[src/rtl/bus_xcvr_pkg.sv]
`timescale 1ns/1ps
package bus_xcvr_pkg;

    // Which bus, if any, is being driven
    typedef enum logic [1:0] {
        PATH_ISOLATE = 2'd0,
        PATH_B_TO_A  = 2'd1,
        PATH_A_TO_B  = 2'd2
    } path_e;

    // Last sampled level of a capture strobe
    typedef enum logic {
        EDGE_LOW  = 1'b0,
        EDGE_HIGH = 1'b1
    } edge_e;

endpackage

[src/rtl/edge_cap_reg.sv]
`timescale 1ns/1ps
module edge_cap_reg
    import bus_xcvr_pkg::*;
#(
    parameter int W = 8
) (
    input  logic         clk,
    input  logic         rst,
    input  logic         cap,
    input  logic [W-1:0] d,
    output logic [W-1:0] q
);

    edge_e state_q;
    edge_e state_d;
    logic  load;

    // State register: on reset, take on the strobe level so that a held strobe is no edge
    always_ff @(posedge clk) begin
        if (rst) begin
            state_q <= cap ? EDGE_HIGH : EDGE_LOW;
        end else begin
            state_q <= state_d;
        end
    end

    // Next state and capture decision
    always_comb begin
        state_d = state_q;
        load    = 1'b0;
        unique case (state_q)
            EDGE_LOW: begin
                if (cap) begin
                    state_d = EDGE_HIGH;
                    load    = 1'b1;
                end
            end
            EDGE_HIGH: begin
                if (!cap) begin
                    state_d = EDGE_LOW;
                end
            end
            default: begin
                state_d = EDGE_LOW;
            end
        endcase
    end

    // Data register
    always_ff @(posedge clk) begin
        if (rst) begin
            q <= '0;
        end else if (load) begin
            q <= d;
        end
    end

endmodule

[src/rtl/path_decode.sv]
`timescale 1ns/1ps
module path_decode
    import bus_xcvr_pkg::*;
(
    input  logic  oe_n,
    input  logic  dir,
    output path_e mode,
    output logic  drive_a,
    output logic  drive_b
);

    always_comb begin
        if (oe_n) begin
            mode = PATH_ISOLATE;
        end else if (dir) begin
            mode = PATH_A_TO_B;
        end else begin
            mode = PATH_B_TO_A;
        end
    end

    always_comb begin
        drive_a = 1'b0;
        drive_b = 1'b0;
        unique case (mode)
            PATH_ISOLATE: begin
                drive_a = 1'b0;
                drive_b = 1'b0;
            end
            PATH_B_TO_A: begin
                drive_a = 1'b1;
            end
            PATH_A_TO_B: begin
                drive_b = 1'b1;
            end
            default: begin
                drive_a = 1'b0;
                drive_b = 1'b0;
            end
        endcase
    end

endmodule

[src/rtl/lane_mux.sv]
`timescale 1ns/1ps
module lane_mux #(
    parameter int W = 8
) (
    input  logic         en,
    input  logic         use_stored,
    input  logic [W-1:0] live,
    input  logic [W-1:0] stored,
    output logic [W-1:0] y
);

    // One identical slice per bit channel
    for (genvar i = 0; i < W; i++) begin : g_lane
        assign y[i] = en & (use_stored ? stored[i] : live[i]);
    end

endmodule

[src/rtl/bus_xcvr_reg.sv]
`timescale 1ns/1ps
module bus_xcvr_reg
    import bus_xcvr_pkg::*;
#(
    parameter int W = 8
) (
    input  logic         clk,
    input  logic         rst,
    input  logic         oe_n,
    input  logic         dir,
    input  logic         sel_ab,
    input  logic         sel_ba,
    input  logic         cap_a,
    input  logic         cap_b,
    input  logic [W-1:0] a_in,
    input  logic [W-1:0] b_in,
    output logic [W-1:0] a_out,
    output logic         a_oe,
    output logic [W-1:0] b_out,
    output logic         b_oe
);

    logic [W-1:0] stored_a;
    logic [W-1:0] stored_b;
    path_e        mode;

    edge_cap_reg #(.W(W)) u_reg_a (
        .clk (clk),
        .rst (rst),
        .cap (cap_a),
        .d   (a_in),
        .q   (stored_a)
    );

    edge_cap_reg #(.W(W)) u_reg_b (
        .clk (clk),
        .rst (rst),
        .cap (cap_b),
        .d   (b_in),
        .q   (stored_b)
    );

    path_decode u_dec (
        .oe_n    (oe_n),
        .dir     (dir),
        .mode    (mode),
        .drive_a (a_oe),
        .drive_b (b_oe)
    );

    lane_mux #(.W(W)) u_mux_a (
        .en         (a_oe),
        .use_stored (sel_ba),
        .live       (b_in),
        .stored     (stored_b),
        .y          (a_out)
    );

    lane_mux #(.W(W)) u_mux_b (
        .en         (b_oe),
        .use_stored (sel_ab),
        .live       (a_in),
        .stored     (stored_a),
        .y          (b_out)
    );

endmodule

[config.mk]
export PLATFORM = sky130hd
export DESIGN_NAME = bus_xcvr_reg
export DESIGN_NICKNAME = d
export VERILOG_FILES = /design/src/rtl/bus_xcvr_pkg.sv /design/src/rtl/edge_cap_reg.sv /design/src/rtl/path_decode.sv /design/src/rtl/lane_mux.sv /design/src/rtl/bus_xcvr_reg.sv
export SDC_FILE = /design/constraint.sdc
export NUM_CORES = 1
export LEC_CHECK = 0
export BUFFER_PORTS_ARGS = -buffer_cell sky130_fd_sc_hd__buf_4
export CORE_MARGIN = 2
export CORE_UTILIZATION = 48
export CTS_BUF_LIST = sky130_fd_sc_hd__clkbuf_8
export DETAILED_ROUTE_END_ITERATION = 6
export PLACE_DENSITY_LB_ADDON = 0.05
export SYNTH_ARGS = -nofsm -noshare
export SYNTH_HDL_FRONTEND = slang
export SYNTH_SLANG_ARGS = --single-unit
[constraint.sdc]
create_clock -name clk -period 1.5 [get_ports clk]
set_input_delay 0.075 -clock clk [delete_from_list [all_inputs] [get_ports clk]]
set_output_delay 0.075 -clock clk [all_outputs]
set_load 0.01 [all_outputs]
==> results.md <==
- GPL Wtd Cong: between 0.7 and 0.8
- DRT antenna net count: 0
- Rows: 17
- CP peak stage delay: 310 ps
- Nature of the critical path endpoint: output port
- CTS Buffer Depth: 2
- Max Cap Viol: 0
- I/O pins: 42
- First-pass GRT wire length: approximately 3700 um
- Root Driver: clkbuf_8
- Syn Nets: 135
- Layout fillers: ~190
- Area Overhead vs Synth: 32.6%
- Gate count of the mapped netlist: about 110
- Worst Setup EP: a_out[7]
- Commonest non-fill, non-tap cell in the layout: buf_4
- Worst-Skew Late Latency: 240 ps
- DR iter-0 viols: 17
- Tightest Pin Transition: 358 ps
- DR vias/cell: about 5.4
- Die area: 2630 um^2
- Reg2reg start: u_reg_b.state_q
- Tot GR Track Use: approximately a fifth
- RSZ-0062 raised after global routing: false
- Share of cells above drive strength 1: 41.9%
- Routed WL per cell: around 14 um
- Top post-synthesis cells by area: dfxtp_1, nand4bb_1, mux2i_1
- Post-synth top area cell: dfxtp_1
- CP required: 1420 ps
- Grt total ovfl: 0
- Vias: 945
- Register bit total from synthesis: 18
- Clock-pin slew on the worst setup and hold paths: 60 ps
- # setup viols final: 0
- Setup bufs post-CTS: 0
- Non-filler cells, final: 176
- Clk sinks: 18
- Critical path arrival: 910 ps
- FMAX: 1010 MHz
- Worst Hold Class: input port to flop
- CP Cell Sequence: mux2i_1, nor2_1, buf_4
- Max-slew headroom: between 70 and 80%
- H-Tree Depth: 1
- Reg2reg end: u_reg_b.q[3]
- Vias in the first global route: 821
- Final Hold Fails: 0
- TritonRoute pass-1 iters: 4
- Post-DP HPWL: 1730 um
- Initial Utilization: 49.5%
- VDD IR max: 595 uV
- Critical path launch point: u_reg_b.q[7]
- Tot Pwr: 1070 uW
- Worst Clk Skew: about 0.34 ps
- Crit path max fanout: 2
- CP max-delay cell: dfxtp_1
- WS Path Type: flop to output port
- FF-to-FF path depth: 2
- Most frequent cells in the layout: buf_4, dfxtp_1, nand2b_1
- Largest net degree at the start of global routing: 33
- Cells after DPL: between 150 and 200
- FF-to-FF setup slack: 530 ps
- Ant diodes: 0
- Status: finished clean
- Sequential area share after synthesis: 33.5%
- Startpoint Class: flop
- Die W: 51.3 um
- Power density over the cells: 752 nW/um^2
- CTS Buf Count: 3
- Multi-input logic area: around 670 um^2
- Setup Total Neg Slack: 0 ps
- Synthesized area: 1070 um^2
- Final worst path period share: about two thirds
- Slew Viols, Final: 0
- Post-layout min period: 987 ps
- WL final: roughly 2400 um
- Seq. cell area: 360 um^2
- CORE AREA: around 2200 um^2
- CTS tree: done
- Number of remaining DRC errors: 0
- Leak: 0.000631 uW
- Hold bufs inserted after CTS: 0
- Port bufs: about 40
- Post-CTS sizing: 0
- Synth cell types: 12
- Height of the die: 51.3 um
- Antenna violations before repair: 0
- Final net count: 174
- Share of the synthesized area in the top cell type: 33.5%
- Syn_area_per_cell: 9.68 um^2
- Yosys warning count: 0
-- synth_stat cells --
cell type	count
buf_2	3
or2_1	1
buf_4	1
and2b_4	2
mux2i_1	16
inv_1	2
o21ai_2	16
nand4bb_1	16
dfxtp_1	18
clkbuf_1	3
nor2_1	16
nand2b_1	17
-- cell type report --
type	count	area share, %
clock buffer	3	2.90
inverter	2	0.527
multi-input combinational	84	47.2
sequential	18	25.3
tap	28	2.46
timing repair buffer	41	21.6
-- worst max-delay path: cells and delay by family, from the launching register on --
kind	cells	cell delay [ps]
mux	1	140
flops	1	310
simple gates	1	60
buf+inv	1	150
-- power by group --
| group | internal [uW] | switching (uW) | total (uW) |
|---|---|---|---|
| logic | 124 | 102 | 226 |
| clock network | 178 | 149 | 327 |
| registers | 502 | 16.0 | 518 |
-- registers in the layout, indices dropped and copies added (netlist names) --
register,flops
u_reg_a.q,8
u_reg_b.q,8
u_reg_b.state_q,1
u_reg_a.state_q,1
-- cells by family after synthesis --
group           share of synthesized area, %
buf+inv                                 3.84
flops                                   33.5
compound gates                          13.0
mux                                     14.9
simple gates                            34.7
-- worst min path at each step --
stage,startpoint,to,slack (ps),depth (start not counted)
floorplan,cap_a,u_reg_a.state_q,100,0
global placement,cap_a,u_reg_a.state_q,260,1
detailed placement,cap_a,u_reg_a.state_q,270,1
CTS,cap_a,u_reg_a.state_q,10,1
global route,cap_b,u_reg_b.state_q,10,1
finish,cap_a,u_reg_a.state_q,20,1
-- stage by stage --
stage / worst slack, ps / utilization, % / cell area [um^2] / hold WS (ps)
after floorplan: 661 / - / 1070 / 103
after global placement: 552 / 63.8 / 1380 / 256
after detailed placement: 546 / 63.8 / 1380 / 269
after CTS: 501 / 65.7 / 1430 / 11.4
after global routing: 419 / 65.7 / 1430 / 11.9
final: 513 / 65.7 / 1430 / 15.4
-- layer usage --
layer | vias to the layer above | wire length [um] | GRT usage (%)
met2 | 20 | 1100 | 30.3
li1 | 473 | - | -
met4 | 0 | 16 | 6.58
met1 | 450 | 1180 | 25.5
met3 | 2 | 100 | 2.92
met5 | - | 0 | 0
(Power assumes the default switching activity.)
